$ cat config.mk
export PLATFORM = sky130hd
export DESIGN_NAME = serial_rx_buf
export DESIGN_NICKNAME = d
export VERILOG_FILES = /design/src/rtl/serial_rx_pkg.sv /design/src/rtl/serial_rx_frame.sv /design/src/rtl/serial_rx_pair.sv /design/src/rtl/serial_rx_buf.sv
export SDC_FILE = /design/constraint.sdc
export NUM_CORES = 1
export LEC_CHECK = 0
export ABC_AREA = 1
export BUFFER_PORTS_ARGS = -buffer_cell sky130_fd_sc_hd__buf_4
export CELL_PAD_IN_SITES_DETAIL_PLACEMENT = 1
export CELL_PAD_IN_SITES_GLOBAL_PLACEMENT = 1
export CORE_ASPECT_RATIO = 0.6
export CORE_UTILIZATION = 38
export CTS_CLUSTER_DIAMETER = 200
export DETAILED_ROUTE_END_ITERATION = 12
export HOLD_SLACK_MARGIN = 0.03
export PLACE_DENSITY = 0.81
export SYNTH_ARGS = -nofsm -noshare
export SYNTH_HDL_FRONTEND = slang
export SYNTH_SLANG_ARGS = --single-unit
$ cat constraint.sdc
create_clock -name clk -period 2.2 [get_ports clk]
set_input_delay 0.44 -clock clk [delete_from_list [all_inputs] [get_ports clk]]
set_output_delay 0.44 -clock clk [all_outputs]
set_load 0.02 [all_outputs]
$ cat src/rtl/serial_rx_pkg.sv
package serial_rx_pkg;
  parameter int unsigned RXW = 8;

  typedef enum logic [2:0] {
    ST_IDLE,
    ST_START,
    ST_DATA,
    ST_PAR,
    ST_STOP
  } rx_state_e;

  typedef struct packed {
    logic           ferr;
    logic [RXW-1:0] data;
  } rx_word_t;
endpackage

$ cat src/rtl/serial_rx_frame.sv
module serial_rx_frame
  import serial_rx_pkg::*;
#(
  parameter int unsigned OVS = 16
) (
  input  logic     clk,
  input  logic     rst_n,
  input  logic     tick,
  input  logic     active,
  input  logic     rxd,
  input  logic     cfg_short,
  input  logic     cfg_par,
  output logic     done,
  output rx_word_t word
);
  localparam int unsigned DW = RXW;
  localparam int unsigned CW = $clog2(OVS);
  localparam int unsigned BW = $clog2(DW);
  localparam logic [CW-1:0] MID   = CW'(OVS / 2 - 1);
  localparam logic [CW-1:0] EARLY = CW'(OVS / 2 - 2);
  localparam logic [CW-1:0] LATE  = CW'(OVS / 2);
  localparam logic [CW-1:0] LAST  = CW'(OVS - 1);

  rx_state_e     st;
  logic [CW-1:0] cnt;
  logic [BW-1:0] bidx;
  logic [DW-1:0] sh;
  logic          s_a, s_b;
  logic          vote;
  logic [BW-1:0] last_bit;

  assign vote     = (s_a & s_b) | (s_a & rxd) | (s_b & rxd);
  assign last_bit = cfg_short ? BW'(DW - 2) : BW'(DW - 1);

  always_ff @(posedge clk) begin
    if (!rst_n) begin
      st   <= ST_IDLE;
      cnt  <= '0;
      bidx <= '0;
      sh   <= '0;
      s_a  <= 1'b0;
      s_b  <= 1'b0;
    end else if (!active) begin
      st <= ST_IDLE;
    end else if (tick) begin
      if (st != ST_IDLE) cnt <= cnt + 1'b1;
      if (cnt == EARLY) s_a <= rxd;
      if (cnt == MID)   s_b <= rxd;
      case (st)
        ST_IDLE: begin
          if (!rxd) begin
            st  <= ST_START;
            cnt <= {{(CW-1){1'b0}}, 1'b1};
          end
        end
        ST_START: begin
          if (cnt == MID && rxd) st <= ST_IDLE;
          else if (cnt == LAST) begin
            st   <= ST_DATA;
            bidx <= '0;
          end
        end
        ST_DATA: begin
          if (cnt == LATE) sh <= {vote, sh[DW-1:1]};
          if (cnt == LAST) begin
            if (bidx == last_bit) st <= cfg_par ? ST_PAR : ST_STOP;
            else                  bidx <= bidx + 1'b1;
          end
        end
        ST_PAR: begin
          if (cnt == LAST) st <= ST_STOP;
        end
        ST_STOP: begin
          if (cnt == LATE) st <= ST_IDLE;
        end
        default: st <= ST_IDLE;
      endcase
    end
  end

  assign done      = active & tick & (st == ST_STOP) & (cnt == LATE);
  assign word.data = cfg_short ? {1'b0, sh[DW-1:1]} : sh;
  assign word.ferr = ~vote;
endmodule

$ cat src/rtl/serial_rx_pair.sv
module serial_rx_pair
  import serial_rx_pkg::*;
(
  input  logic     clk,
  input  logic     rst_n,
  input  logic     push,
  input  rx_word_t in_word,
  input  logic     rx_en,
  input  logic     pop_rdy,
  output logic     out_valid,
  output rx_word_t head,
  output logic     ovr
);
  logic [1:0] fill;
  rx_word_t   lo, hi;
  logic       full, pop, take;

  assign full = (fill == 2'd2);
  assign pop  = pop_rdy & (fill != 2'd0);
  assign take = push & ~full;

  always_ff @(posedge clk) begin
    if (!rst_n) begin
      fill <= 2'd0;
      lo   <= '0;
      hi   <= '0;
      ovr  <= 1'b0;
    end else begin
      case ({pop, take})
        2'b10: begin
          lo   <= hi;
          fill <= fill - 1'b1;
        end
        2'b01: begin
          if (fill == 2'd0) lo <= in_word;
          else              hi <= in_word;
          fill <= fill + 1'b1;
        end
        2'b11: lo <= in_word;
        default: ;
      endcase
      if (!rx_en)           ovr <= 1'b0;
      else if (push & full) ovr <= 1'b1;
    end
  end

  assign out_valid = (fill != 2'd0);
  assign head      = lo;
endmodule

$ cat src/rtl/serial_rx_buf.sv
module serial_rx_buf
  import serial_rx_pkg::*;
#(
  parameter int unsigned OVS = 16
) (
  input  logic           clk,
  input  logic           rst_n,
  input  logic           tick16,
  input  logic           rxd,
  input  logic           mod_en,
  input  logic           rx_en,
  input  logic           cfg_short,
  input  logic           cfg_par,
  output logic           out_valid,
  input  logic           out_ready,
  output logic [RXW-1:0] out_data,
  output logic           out_ferr,
  output logic           ovr_err
);
  logic     rx_active;
  logic     fr_done;
  rx_word_t fr_word;
  rx_word_t head;

  assign rx_active = mod_en & rx_en & ~ovr_err;

  serial_rx_frame #(.OVS(OVS)) u_frame (
    .clk       (clk),
    .rst_n     (rst_n),
    .tick      (tick16),
    .active    (rx_active),
    .rxd       (rxd),
    .cfg_short (cfg_short),
    .cfg_par   (cfg_par),
    .done      (fr_done),
    .word      (fr_word)
  );

  serial_rx_pair u_pair (
    .clk       (clk),
    .rst_n     (rst_n),
    .push      (fr_done),
    .in_word   (fr_word),
    .rx_en     (rx_en),
    .pop_rdy   (out_ready),
    .out_valid (out_valid),
    .head      (head),
    .ovr       (ovr_err)
  );

  assign out_data = head.data;
  assign out_ferr = head.ferr;
endmodule

# Word level (Yosys, flattened, before mapping)
# Cells that the tools add are included.
[totals] regBits=41 elab_cells=96
[classes] n_addsub=4 n_eq_ne=23 muxes=22 n_bitwise=17 reduce_logical=18
[ops] operator="two-way mux 3 bit" n=12
[ops] operator="case mux 9 bit (3 select lines)" n=1
[ops] operator="case mux 3 bit (5 select lines)" n=1
[ops] operator="AND reduction 7 bit" n=2
[ops] operator="two-way mux 4 bit" n=3
[ops] operator="!= test 2 x 1 -> 1 bit (second input constant)" n=6
[ops] operator="AND 1 bit" n=11
[ops] operator="AND reduction 2 bit" n=5
[ops] operator="two-way mux 9 bit" n=1
[ops] operator="== test 4 x 3 -> 1 bit (second input constant)" n=2
[ops] operator="== test 4 bit (second input constant)" n=2
[ops] operator="two-way mux 8 bit" n=1
[ops] operator="== test 2 bit (second input constant)" n=3
[ops] operator="== test 3 x 2 -> 1 bit (second input constant)" n=2
[ops] operator="!= test 2 bit (second input constant)" n=3
[ops] operator="case mux 3 bit (2 select lines)" n=1
[ops] operator="AND reduction 3 bit" n=2
[ops] operator="nonzero test 2 bit" n=3
[ops] operator="nonzero test 3 bit" n=2
[ops] operator="adder 4 x 1 -> 4 bit (second input constant)" n=1
[ops] operator="inverter 1 bit" n=4
[ops] operator="case mux 2 bit (2 select lines)" n=1
[ops] operator="AND reduction 4 bit" n=1
[ops] operator="adder 3 x 1 -> 3 bit (second input constant)" n=1
[ops] operator="12 further kinds" n=13

# Logic depth before layout (Yosys ltp)
[logic_depth] depth_word=9 mapped_depth=13

# Cells and area by module
# A second synthesis with hierarchy kept.
[unflattened] cells_unflattened=330 hier_area_um2=2264.7
[modules_own_cells] module="serial_rx_frame" n_inst=1 cells_each=183 area_each_um2=1223.7 seq_area_each_um2=400.4
[modules_own_cells] module="serial_rx_pair" n_inst=1 cells_each=145 area_each_um2=1031.0 seq_area_each_um2=420.4
[modules_own_cells] module="serial_rx_buf" n_inst=1 cells_each=2 area_each_um2=10.0 seq_area_each_um2=0.0

# Worst setup path before layout
# OpenSTA, ideal clock, no wires.
[synth_timing] kind="register -> register" from="register u_frame.cnt[0]" to="register u_pair.hi[6] in the netlist's numbering" setup_ns=0.086 arrival_time_ns=1.992 required_time_ns=2.114 setup_slack_ns=0.122 stages_incl_launch_ff=14 cell_sequence="dfxtp_1 > inv_1 > ha_1 > nand3_2 > nor2_4 > nand3_4 > buf_6 > inv_1 > ha_1 > inv_1 > nor2_2 > buf_2 > nor2_1 > a211oi_1"
[synth_via] elab_chain_cells=5
[synth_lines] element="start: declaration" line_no="serial_rx_frame.sv:25" text="logic [CW-1:0] cnt;"
[synth_lines] element="start signal: assignment" line_no="serial_rx_frame.sv:46" text="if (st != ST_IDLE) cnt <= cnt + 1'b1;"
[synth_lines] element="start signal: assignment" line_no="serial_rx_frame.sv:53" text="cnt <= {{(CW-1){1'b0}}, 1'b1};"
[synth_lines] element="== test 4 bit" line_no="serial_rx_frame.sv:81" text="assign done = active & tick & (st == ST_STOP) & (cnt == LATE);"
[synth_lines] element="AND 1 bit" line_no="serial_rx_frame.sv:81"
[synth_lines] element="AND 1 bit" line_no="serial_rx_pair.sv:20" text="assign take = push & ~full;"
[synth_lines] element="== test 2 x 1 -> 1 bit" line_no="serial_rx_pair.sv:29" text="case ({pop, take})"
[synth_lines] element="AND reduction 2 bit (no line)"
[synth_lines] element="end signal: assignment" line_no="serial_rx_pair.sv:36" text="else hi <= in_word;"
[synth_lines] element="end: declaration" line_no="serial_rx_pair.sv:15" text="rx_word_t lo, hi;"
# No other way between the ends.
# A chain may end at the register's enable or synchronous reset.

# Worst setup path in the final report
[layout_timing] from="register u_frame.cnt[0]" to="register u_pair.hi[1] in the netlist's numbering"
# The elaborated chain is that of the path after synthesis.

==> impl_results.md <==
- Outcome: finished with violations
- Failing checks: DRC
- Vias: 1965
- Setup Skew: 12.1 ps
- Async set-reset flop share out of synthesis: 0
- Critical Path End Type: flip-flop
- Mapped Cells: 286
- Crit path max-delay family: simple AND/OR/NAND/NOR gates
- Max incr delay on CP: 340 ps
- RSZ-0062 raised after global routing: no
- Final setup viols: 0
- Clock sink count: 41
- Synthesized area per cell: 7.30 um2
- WL/cell: 14.6 um
- Avg Vias per Cell: 5.23
- Area of the core: 5180 um2
- Syn_nets: 300
- Non-filler cells, final: 376
- Setup bufs post-CTS: 0
- Worst path cell trace: inv_1 -> ha_2 -> nand3_2 -> nor2_4 -> nand3_4 -> inv_1 -> ha_1 -> inv_1 -> nor2_2 -> buf_6 -> nor2_1 -> a211oi_1
- Critical path origin: u_frame.cnt[0]
- Initial Utilization: 0.403
- DRC: 4
- Cell Rows: 20
- H-tree Lvls: 2
- Most common cell after layout, fill and taps aside: nand2_1
- Yosys cell types: 29
- Worst min-delay path class: input port to flip-flop
- Switch Pwr: 401 uW
- CTS Buffer Depth: 2
- Period utilization: 0.908
- Largest net degree at the start of global routing: 19
- Clock power frac: 0.338
- Sequential area share after synthesis: 0.393
- Post-route cell area: 2390 um2
- Clock-pin slew on the worst setup and hold paths: 80 ps
- Int Pwr: 1050 uW
- Die footprint: 5810 um2
- CP Launch Type: flip-flop
- Vias in the first global route: 1864
- Minimum clock period: 2000 ps
- Worst path slowest cell: dfxtp_1
- DP Area: 2300 um2
- Layout cells sized above 1: 0.181
- Worst hold start: rx_en
- CP Max Fanout: 18
- Critical path data required time: 2410 ps
- Slew Limit Fails: 0
- CP arrival: 2210 ps
- Post-synthesis cell area: 2090 um2
- Num CTS Buffers: 5
- Max_cap viols: 0
- Critical path's most frequent cell: inv_1
- Post-layout util: 0.462
- Max IR drop VDD: 0.268 mV
- Gate power share: 0.128
- Hold slack: 377 ps
- First-pass GRT wire length: 9.04 mm
- Port Buffers: 19
- Number of buffers and inverters on the critical path: 4
- GRT Overall Usage: 0.202
- Final sum of negative setup slack: 0 ps
- Worst R2R Start: u_frame.cnt[0]
- Fillers: 651
- Area Overhead vs Synth: 14.5%
- ANT cells: 0
- CTS Hold Buffers Added: 0
- 1st-pass router iterations: 8
- Seq pwr share: 0.534
- Main synth FF type: dfxtp_1
- WS Path Type: flip-flop to flip-flop
- Hold Fails Final Rpt: 0
- Wirelength, routed: 5.48 mm
- Die Span Y: 59.4 um
- GRT overflow: 0
- Initial antenna violation count: 0
- Antenna Nets Post-Route: 0
- Gpl congestion: 0.815
- Most frequent cells in the layout: nand2_1 (55), nor2_1 (43), dfxtp_1 (41), inv_1 (27), a21oi_1 (25)
- Initial DRC Count: 130
- Sw Ratio: 0.276
- CTS tree: built
- Syn. warnings: 0
- Worst Tran Pin Value: 354 ps
- Post-synthesis register bit count: 41
- Standby leakage power: 0.000962 uW
- CTS root buf: clkbuf_8
- Register-to-register path setup slack: 200 ps
- Worst Hold End: u_pair.ovr
- # nets final: 323
- Hold Crit Depth: 3
- Resized cells post-CTS: 0
- Worst-Skew Late Latency: 300 ps
- Post-synth EDFFs: 0
- Max Fclk: 0.500 GHz
- Reg2reg end: u_pair.hi[1]
- Inst Count DP: 368
- # IOs: 20
- Post-DP HPWL: 4.21 mm
- R2R cell count: 12
- Die X: 97.7 um
- Slew HR: 0.761
- PwrDens: 608 nW/um2
-- synthesized netlist by cell type, drive strengths merged (2+ instances only) --
master	count	share of area
clkbuf	2	0.0036
a211oi	9	0.032
nand3	17	0.054
dfxtp	41	0.39
o21ai	26	0.077
nor2	51	0.11
buf	7	0.023
a21oi	25	0.060
inv	29	0.052
nand4	6	0.018
nor3	2	0.0048
ha	5	0.030
mux2i	6	0.029
nand2	56	0.10
-- worst max path at each step --
stage | endpoint | slack, ps | depth (start not counted)
CTS | u_pair.hi[1] | 150 | 12
finish | u_pair.hi[1] | 200 | 12
floorplan | u_pair.hi[6] | 120 | 13
detailed placement | u_pair.hi[1] | 190 | 12
global placement | u_pair.hi[6] | 420 | 12
global route | u_pair.hi[4] | 10 | 12
-- logic make-up after synthesis --
kind of cell | after synthesis | share of synthesized area
and+or+nand+nor | 133 | 0.288
AOI/OAI and AO/OA | 61 | 0.172
DFF | 41 | 0.393
buffers and inverters | 38 | 0.0791
muxes | 6 | 0.0288
adders and majority gates | 6 | 0.0348
xor gates and xnor gates | 1 | 0.00419
-- stage by stage --
step	power [uW]	worst slack, ps
6_report	1450	201
5_1_grt	1530	11.9
4_1_cts	1470	154
3_5_place_dp	979	193
3_3_place_gp	972	418
2_1_floorplan	904	122
-- flip-flops by register name, summed over array words and instances, names as in the netlist --
signal	count
u_pair.fill	2
u_frame.s_a	1
u_pair.hi	9
u_frame.cnt	4
u_frame.bidx	3
u_pair.head	9
u_frame.s_b	1
u_pair.ovr	1
u_frame.st	3
u_frame.sh	8
-- area by class of cell --
class                      count  area [um2]  area share
tap                           66        82.6      0.0345
sequential                    41         821       0.343
inverter                      29         109      0.0455
clock inverter                 2        10.0     0.00419
timing repair buffer          25         191      0.0801
clock buffer                   6        72.6      0.0304
multi-input combinational    207        1100       0.462
-- layer usage --
layer  vias to the layer above  part of all wire  GRT usage
met4                         0             0.012     0.0628
met2                        35              0.42      0.301
met1                       935              0.53      0.286
met3                         8             0.045     0.0519
met5                         -                 0          0
li1                        987                 -          -
-- power by group through the flow --
| stage | clock network (uW) | logic, uW | registers, uW |
|---|---|---|---|
| finish | 492 | 186 | 776 |
| global route | 543 | 206 | 778 |
| CTS | 506 | 186 | 776 |
| detailed placement | 0 | 185 | 793 |
| global placement | 0 | 180 | 792 |
| floorplan | 0 | 93.0 | 811 |
-- worst min-delay path, cell delays in order --
cell and delay [ps]:
buf_4 120, nand2_1 50, a21oi_1 30
Power figures use the tool's default switching activity.
